[src/rtl/sysopt_pkg.sv]
package sysopt_pkg;
  localparam int unsigned OPT_W       = 8;
  localparam int unsigned WDOG_EN_B   = 7;
  localparam int unsigned WDOG_LONG_B = 6;
  localparam int unsigned STOP_EN_B   = 5;
  localparam int unsigned RSVD_B      = 4;
  localparam int unsigned DBG_PIN_B   = 1;
  localparam int unsigned RST_PIN_B   = 0;
  localparam logic [OPT_W-1:0] IMPL_MASK = 8'hF3;
  localparam logic [OPT_W-1:0] RST_VAL   = 8'hD2;
endpackage

[src/rtl/sysopt_lock.sv]
module sysopt_lock (
  input  logic clk_i,
  input  logic rst_ni,
  input  logic wr_i,
  output logic accept_o,
  output logic locked_o
);
  logic locked_q;

  assign accept_o = wr_i & ~locked_q;
  assign locked_o = locked_q;

  always_ff @(posedge clk_i or negedge rst_ni) begin
    if (!rst_ni)       locked_q <= 1'b0;
    else if (accept_o) locked_q <= 1'b1;
  end

  a_r2_lock_sets: assert property (@(posedge clk_i) disable iff (!rst_ni)
    (wr_i && !locked_q) |=> locked_q);
  a_r3_lock_sticks: assert property (@(posedge clk_i) disable iff (!rst_ni)
    locked_q |=> locked_q);
endmodule

[src/rtl/sysopt_bits.sv]
module sysopt_bits #(
  parameter int unsigned W         = sysopt_pkg::OPT_W,
  parameter logic [W-1:0] IMPL     = sysopt_pkg::IMPL_MASK,
  parameter logic [W-1:0] RST_V    = sysopt_pkg::RST_VAL,
  parameter int unsigned  POR_ONLY = sysopt_pkg::RST_PIN_B
) (
  input  logic         clk_i,
  input  logic         rst_ni,
  input  logic         por_ni,
  input  logic         load_i,
  input  logic [W-1:0] wdata_i,
  output logic [W-1:0] q_o
);
  for (genvar i = 0; i < W; i++) begin : g_bit
    if (!IMPL[i]) begin : g_none
      assign q_o[i] = 1'b0;
    end else if (i == POR_ONLY) begin : g_por
      logic b_q;
      always_ff @(posedge clk_i or negedge por_ni) begin
        if (!por_ni)     b_q <= 1'b0;
        else if (load_i) b_q <= wdata_i[i];
      end
      assign q_o[i] = b_q;
    end else begin : g_any
      logic b_q;
      always_ff @(posedge clk_i or negedge rst_ni) begin
        if (!rst_ni)     b_q <= RST_V[i];
        else if (load_i) b_q <= wdata_i[i];
      end
      assign q_o[i] = b_q;
    end
  end

  a_r2_load: assert property (@(posedge clk_i) disable iff (!rst_ni || !por_ni)
    load_i |=> (q_o == ($past(wdata_i) & IMPL)));
endmodule

[src/rtl/sysopt_stop_gate.sv]
module sysopt_stop_gate (
  input  logic clk_i,
  input  logic rst_ni,
  input  logic stop_req_i,
  input  logic stop_en_i,
  output logic stop_entry_o,
  output logic illop_rst_o
);
  logic entry_q, illop_q;

  always_ff @(posedge clk_i or negedge rst_ni) begin
    if (!rst_ni) begin
      entry_q <= 1'b0;
      illop_q <= 1'b0;
    end else begin
      entry_q <= stop_req_i &  stop_en_i;
      illop_q <= stop_req_i & ~stop_en_i;
    end
  end

  assign stop_entry_o = entry_q;
  assign illop_rst_o  = illop_q;

  a_r7_illop: assert property (@(posedge clk_i) disable iff (!rst_ni)
    (stop_req_i && !stop_en_i) |=> (illop_rst_o && !stop_entry_o));
  a_r8_entry: assert property (@(posedge clk_i) disable iff (!rst_ni)
    (stop_req_i && stop_en_i) |=> (stop_entry_o && !illop_rst_o));
  a_r7_quiet: assert property (@(posedge clk_i) disable iff (!rst_ni)
    !stop_req_i |=> !(stop_entry_o || illop_rst_o));
endmodule

[src/rtl/sysopt_wo_reg.sv]
module sysopt_wo_reg
  import sysopt_pkg::*;
(
  input  logic       clk_i,
  input  logic       rst_ni,
  input  logic       por_ni,
  input  logic       we_i,
  input  logic [7:0] wdata_i,
  output logic [7:0] rdata_o,
  input  logic       stop_req_i,
  output logic       stop_entry_o,
  output logic       illop_rst_o,
  output logic       wdog_en_o,
  output logic       wdog_long_o,
  output logic       dbg_pin_en_o,
  output logic       rst_pin_en_o,
  output logic       rst_pullup_o
);
  logic             any_rst_n;
  logic             accept, locked;
  logic [OPT_W-1:0] opt_q;

  // power-on reset also acts as a general reset
  assign any_rst_n = rst_ni & por_ni;

  sysopt_lock u_lock (
    .clk_i   (clk_i),
    .rst_ni  (any_rst_n),
    .wr_i    (we_i),
    .accept_o(accept),
    .locked_o(locked)
  );

  sysopt_bits u_bits (
    .clk_i  (clk_i),
    .rst_ni (any_rst_n),
    .por_ni (por_ni),
    .load_i (accept),
    .wdata_i(wdata_i),
    .q_o    (opt_q)
  );

  sysopt_stop_gate u_stop (
    .clk_i       (clk_i),
    .rst_ni      (any_rst_n),
    .stop_req_i  (stop_req_i),
    .stop_en_i   (opt_q[STOP_EN_B]),
    .stop_entry_o(stop_entry_o),
    .illop_rst_o (illop_rst_o)
  );

  assign rdata_o      = opt_q;
  assign wdog_en_o    = opt_q[WDOG_EN_B];
  assign wdog_long_o  = opt_q[WDOG_LONG_B];
  assign dbg_pin_en_o = opt_q[DBG_PIN_B];
  assign rst_pin_en_o = opt_q[RST_PIN_B];
  assign rst_pullup_o = opt_q[RST_PIN_B];

  a_r3_locked_hold: assert property (@(posedge clk_i) disable iff (!any_rst_n)
    locked |=> $stable(rdata_o));
  a_r7_one_pulse: assert property (@(posedge clk_i) disable iff (!any_rst_n)
    !(stop_entry_o && illop_rst_o));
endmodule

[config.mk]
export PLATFORM = sky130hd
export DESIGN_NAME = sysopt_wo_reg
export DESIGN_NICKNAME = d
export VERILOG_FILES = /design/src/rtl/sysopt_pkg.sv /design/src/rtl/sysopt_lock.sv /design/src/rtl/sysopt_bits.sv /design/src/rtl/sysopt_stop_gate.sv /design/src/rtl/sysopt_wo_reg.sv
export SDC_FILE = /design/constraint.sdc
export NUM_CORES = 1
export LEC_CHECK = 0
export BUFFER_PORTS_ARGS = -buffer_cell sky130_fd_sc_hd__buf_2
export CAP_MARGIN = 20
export CORE_AREA = 5 5 42 44
export CTS_CLUSTER_SIZE = 8
export DETAILED_ROUTE_END_ITERATION = 10
export DIE_AREA = 0 0 47 49
export GPL_ROUTABILITY_DRIVEN = 0
export HOLD_SLACK_MARGIN = 0.1
export PLACE_DENSITY = 0.72
export SYNTH_ARGS = -nofsm -noshare
export SYNTH_HDL_FRONTEND = slang
export SYNTH_SLANG_ARGS = --single-unit
[constraint.sdc]
create_clock -name clk_i -period 1.3 [get_ports clk_i]
set_clock_uncertainty 0.15 [all_clocks]
set_input_delay 0.325 -clock clk_i [delete_from_list [all_inputs] [get_ports clk_i]]
set_output_delay 0.325 -clock clk_i [all_outputs]
set_load 0.01 [all_outputs]
==> impl_metrics.py, run 1 <==
metrics = {
    "status": {
        "violations": "setup timing",
        "status": "finished, violations left",
    },
    "timing": {
        "setup_slack_ns": -0.0842,
        "whs_ns": 0.132,
        "rsz0062_at_grt": "true",
        "fin_crit_ns": 1.38,
        "tns_ns": -0.539,
        "hold_violations": 0,
        "drv_slew": 0,
        "period_share_pct": 106,
        "fmax_mhz": 722,
        "finalSetupViolations": 7,
    },
    "place": {
        "placed_cells": 65,
        "io_buffer_count": 23,
        "dp_hpwl_um": 613,
        "dpl_worst_slack_ns": 0.0219,
    },
    "yosys": {
        "synth_cells": 31,
        "synth_top_area_share_pct": 28.3,
        "synth-edff-count": 0,
        "yosysUniqueCellTypes": 10,
        "avgSynthCellArea_sq_um": 14.2,
        "synth_commonest_cells": "buf_4, mux2_4, dfrtp_1",
        "synth_top_area_cell": "dfrtp_1",
        "yosysMostFrequentCell": "buf_4",
        "ys_seq_area_share_pct": 52.1,
        "netlist_area_sq_um": 442,
        "synthTopCellsByArea": "dfrtp_1, dfstp_2, mux2_4",
        "yosys_warnings": 0,
        "async_flop_share_pct": 100,
        "synthFlopType": "dfrtp_1",
        "synth_seq_cells": 9,
    },
    "min_path": {
        "worstHoldStart": "we_i",
        "holdCritPathClass": "in -> reg",
    },
    "critical_path": {
        "cp_top_family": "flip-flops",
        "cpPeakStageDelay_ns": 0.56,
        "path_buf_inv": 1,
        "end_kind": "output port",
        "start_kind": "register",
        "crit_chain": "buf_6",
        "path_class": "reg -> out",
        "critPathMaxFanout": 3,
        "r2r_start": "u_lock.locked_o",
        "cp.required_ns": 0.82,
        "cp_slowest_cell": "dfstp_2",
        "crit_start": "u_bits.g_bit[6].g_any.b_q",
        "worstPathArrival_ns": 0.91,
    },
    "grt": {
        "antenna_found_initial": 0,
        "grtUsageMet1_pct": 7.52,
        "top_usage_layer": "met2",
        "grt_pass1_vias": 279,
        "met2_usage_pct": 10.6,
        "use_met3_pct": 5.54,
        "grt_pass1_wl_um": 1100,
        "grt-ovfl-total": 0,
        "grt_max_degree": 9,
        "grt_util_all_layers_pct": 6.77,
    },
    "floorplan": {
        "rows": 14,
        "top_level_ports": 28,
        "coreArea_sq_mm": 0.00140,
        "dieArea_sq_mm": 0.00230,
        "initial_utilization_pct": 31.5,
        "die_x_um": 47,
        "die_h_um": 49,
    },
    "layout": {
        "regArea_sq_um": 230,
        "drive_above_1_share_pct": 75.0,
        "fin_nets": 70,
        "instances_no_fill": 72,
        "fillCellCount": 136,
        "antenna_cells": 0,
        "synthToLayoutAreaGrowth_pct": 39.7,
        "multi_input_area_sq_um": 136,
    },
    "drt": {
        "vias": 274,
        "ant_nets": 0,
        "vias_per_cell": 3.81,
        "wire_per_inst_um": 10.2,
        "drt_iter0_markers": 1,
        "drc": 0,
        "drt_pass1_iterations": 2,
        "wirelength_um": 734,
    },
    "clock_tree": {
        "cts_tree": "yes",
        "clk_latency_ns": 0.24,
        "clkSinkCount": 9,
        "h-tree-depth": 1,
        "clk_pin_slew_ns": 0.06,
        "clk_path_buf_depth": 2,
        "cts_root_buf": "clkbuf_4",
        "cts_made_buffers": 3,
    },
    "power": {
        "power.leakage_nw": 0.320,
        "powerDensity_mw_per_mm2": 1130,
        "ir_drop_mv": 0.784,
    },
    "job": {
        "maxCapViolCount": 0,
    },
}
==> metal layers <==
| metal | vias up | share of wire, % |
|---|---|---|
| met2 | 15 | 50 |
| met1 | 120 | 38 |
| met5 | - | 0 |
| met4 | 0 | 0 |
| met3 | 0 | 12 |
| li1 | 139 | - |
==> layout by cell type (no fill, tap or decap) <==
| master | count |
|---|---|
| and2_1 | 2 |
| buf_2 | 18 |
| buf_4 | 5 |
| buf_6 | 5 |
| clkbuf_1 | 1 |
| clkbuf_4 | 3 |
| conb_1 | 2 |
| dfrtp_1 | 5 |
| dfstp_2 | 4 |
| dlygate4sd3_1 | 2 |
| mux2_4 | 6 |
| nor2b_1 | 1 |
| nor2b_4 | 1 |
| or2_1 | 1 |
==> through the flow <==
step                util [%]  power [mW]  cell area [sq um]
CTS                     41.7       0.689                584
global route            44.0       0.741                617
detailed placement      37.9       0.471                532
finish                  44.0       0.697                617
global placement        37.9       0.468                532
floorplan                  -       0.445                445
==> what timing repair did <==
action,CTS,global route
gates resized for setup,1,4
setup endpoints to repair,7,11
endpoints found under the hold margin,5,0
hold buffers,2,0
setup buffers,0,1
==> final cells by class <==
cell class,instances,area share [%]
timing repair buffer,30,33.1
sequential,9,37.3
tap,16,3.25
clock buffer,4,4.26
multi-input combinational,13,22.1
==> flip-flops by register name, summed over array words and instances (netlist names) <==
name	count
u_bits.g_bit.g_any.b_q	5
u_bits.g_bit.g_por.b_q	1
u_lock.locked_o	1
u_stop.illop_rst_o	1
u_stop.stop_entry_o	1
==> power by group <==
part / switching [mW] / internal, mW
Combinational: 0.0590 / 0.100
Sequential: 0.0200 / 0.319
Clock: 0.0823 / 0.117
Total: 0.161 / 0.536
==> path summary, 6_finish.rpt <==
| path | end | slack [ns] | cells past startpoint |
|---|---|---|---|
| max | wdog_long_o | -0.08 | 1 |
| min | u_lock.locked_o | 0.13 | 2 |
| max reg2reg | u_bits.g_bit[4].g_any.b_q | 0.07 | 3 |
| min reg2reg | u_lock.locked_o | 0.37 | 1 |
| max in group asynchronous | u_bits.g_bit[6].g_any.b_q | 0.24 | 3 |
| min in group asynchronous | u_bits.g_bit[0].g_por.b_q | 0.23 | 2 |
==> cells by family (layout without fill, tap and decap cells) <==
logic type	after synthesis	after routing	share of synthesized area, %
other cells	1	2	0.849
buf+inv	10	34	17.8
mux	6	6	20.4
simple gates	5	5	8.78
flops	9	9	52.1
==> worst reg2reg max path, cell delays in order, from the launching register on <==
cell and delay, ns:
dfrtp_1 0.40, nor2b_4 0.16, buf_4 0.16, mux2_4 0.30
Power figures use the tool's default switching activity.
==> inputs of run 2 (changes only) <==
--- a/config.mk
+++ b/config.mk
@@ -13,7 +13,8 @@
 export DIE_AREA = 0 0 47 49
 export GPL_ROUTABILITY_DRIVEN = 0
 export HOLD_SLACK_MARGIN = 0.1
-export PLACE_DENSITY = 0.72
+export PLACE_DENSITY = 0.74
 export SYNTH_ARGS = -nofsm -noshare
 export SYNTH_HDL_FRONTEND = slang
+export SYNTH_HIERARCHICAL = 1
 export SYNTH_SLANG_ARGS = --single-unit
==> impl_metrics.py, run 2 <==
metrics = {
    "status": {
        "status": "finished, violations left",
        "violations": "setup timing",
    },
    "layout": {
        "fillCellCount": 145,
        "synthToLayoutAreaGrowth_pct": 37.4,
        "antenna_cells": 0,
        "largest_register_ffs": 5,
        "post-route-util_pct": 45.9,
        "layout_commonest_cell": "buf_2",
        "multi_input_area_sq_um": 135,
        "regArea_sq_um": 230,
        "top_register": "u_bits/g_bit.g_any.b_q",
        "drive_above_1_share_pct": 79.3,
        "fin_nets": 72,
        "final_cell_mix": "buf_2, buf_6, buf_4, mux2_4, dfrtp_1",
    },
    "grt": {
        "grt_util_all_layers_pct": 7.75,
        "grt_pass1_vias": 299,
        "grt_max_degree": 9,
        "grt_pass1_wl_um": 1270,
        "antenna_found_initial": 0,
        "grt-ovfl-total": 0,
    },
    "yosys": {
        "synth_seq_cells": 9,
        "synthTopCellsByArea": "dfrtp_1, dfstp_2, buf_4",
        "synth_top_area_cell": "dfrtp_1",
        "synth_cells": 35,
        "yosys_warnings": 6,
        "synth-edff-count": 0,
        "yosysMostFrequentCell": "buf_4",
        "avgSynthCellArea_sq_um": 13.4,
        "synthFlopType": "dfrtp_1",
        "synth_commonest_cells": "buf_4, mux2_4, dfrtp_1",
        "async_flop_share_pct": 100,
        "ys_seq_area_share_pct": 49.2,
        "netlist_area_sq_um": 468,
        "synth_top_area_share_pct": 26.7,
        "yosysUniqueCellTypes": 11,
    },
    "clock_tree": {
        "clk_pin_slew_ns": 0.06,
        "clkSinkCount": 9,
        "h-tree-depth": 1,
        "clk_latency_ns": 0.25,
        "cts_root_buf": "clkbuf_4",
        "cts_tree": "yes",
        "clk_path_buf_depth": 2,
        "cts_made_buffers": 3,
    },
    "power": {
        "powerDensity_mw_per_mm2": 1140,
        "power.leakage_nw": 0.332,
        "total_power_uw": 734,
        "ir_drop_mv": 0.619,
    },
    "timing": {
        "whs_ns": 0.121,
        "hold_violations": 0,
        "drv_slew": 0,
        "finalSetupViolations": 7,
        "rsz0062_at_grt": "true",
        "fin_crit_ns": 1.39,
        "fmax_mhz": 719,
        "setup_slack_ns": -0.0915,
        "period_share_pct": 107,
    },
    "critical_path": {
        "critPathMaxFanout": 3,
        "cpPeakStageDelay_ns": 0.56,
        "cp_slowest_cell": "dfstp_2",
        "crit_start": "u_bits/g_bit[6].g_any.b_q",
        "worstPathArrival_ns": 0.92,
        "cp_top_family": "flip-flops",
        "path_buf_inv": 1,
        "start_kind": "register",
        "path_class": "reg -> out",
        "end_kind": "output port",
        "crit_chain": "buf_6",
        "cp.required_ns": 0.82,
        "r2r_start": "u_lock/locked_o",
    },
    "min_path": {
        "holdCritPathClass": "in -> reg",
        "worstHoldStart": "we_i",
    },
    "floorplan": {
        "dieArea_sq_mm": 0.00230,
        "top_level_ports": 28,
        "die_h_um": 49,
        "die_x_um": 47,
        "rows": 14,
        "coreArea_sq_mm": 0.00140,
        "initial_utilization_pct": 33.4,
    },
    "drt": {
        "drt_pass1_iterations": 1,
        "drt_iter0_markers": 0,
        "vias": 296,
        "drc": 0,
        "vias_per_cell": 4.00,
        "ant_nets": 0,
        "wire_per_inst_um": 10.5,
        "wirelength_um": 776,
    },
    "job": {
        "maxCapViolCount": 0,
    },
    "place": {
        "dp_hpwl_um": 601,
        "io_buffer_count": 23,
    },
}
## run 2: cell types whose count changed after synthesis
cell and change:
and2_1 -1, nor2b_4 -1, and2_2 +1, and2b_2 +1, buf_4 +4
## run 2: power by group
| part | switching [mW] | internal, mW |
|---|---|---|
| clock network | 0.0863 | 0.118 |
| logic | 0.0643 | 0.126 |
| registers | 0.0212 | 0.319 |
## run 2: final timing paths
path	endpoint	slack (ns)	cells past startpoint
max	rdata_o[6]	-0.09	1
min in group asynchronous	u_bits/g_bit[0].g_por.b_q	0.24	2
min reg2reg	u_lock/locked_o	0.34	1
max in group asynchronous	u_bits/g_bit[4].g_any.b_q	0.22	3
min	u_lock/locked_o	0.12	2
max reg2reg	u_bits/g_bit[0].g_por.b_q	0.07	3
## run 2: cell type report
type / count / share of cell area [%]
tap: 16 / 3.11
clock buffer: 4 / 4.09
multi-input combinational: 13 / 21.0
timing repair buffer: 32 / 36.0
sequential: 9 / 35.8
## run 2: timing repair
| action | in CTS | in global routing |
|---|---|---|
| hold buffers | 2 | 0 |
| gates resized for setup | 7 | 1 |
| setup buffers | 4 | 1 |
| endpoints found under the setup margin | 7 | 9 |
| hold endpoints to repair | 5 | 0 |
## run 2: layer usage
| metal | up-vias | share of wire, % | GRT usage, % |
|---|---|---|---|
| met5 | - | 0 | 0 |
| met4 | 0 | 1.4 | 4.15 |
| met3 | 2 | 11 | 3.32 |
| met2 | 19 | 50 | 12.0 |
| met1 | 136 | 37 | 8.62 |
| li1 | 139 | - | - |
## run 2: cells by family (layout without fill, tap and decap cells)
| kind of cell | count (synthesis) | count (layout) | share of synthesized area, % |
|---|---|---|---|
| flip-flops | 9 | 9 | 49.2 |
| other | 1 | 2 | 0.801 |
| AND/OR/NAND/NOR | 5 | 5 | 7.49 |
| buffers and inverters | 14 | 36 | 23.3 |
| multiplexers | 6 | 6 | 19.3 |
## run 2: through the flow
step | instances | worst slack [ns] | setup TNS, ns | instance area (sq um)
finish | 74 | -0.0915 | -0.556 | 643
detailed placement | 63 | -0.0278 | -0.0278 | 513
global route | 74 | -0.119 | -0.754 | 643
CTS | 73 | -0.0966 | -0.620 | 633
global placement | 63 | -0.00801 | -0.00801 | 513
floorplan | 36 | 0.101 | 0 | 472
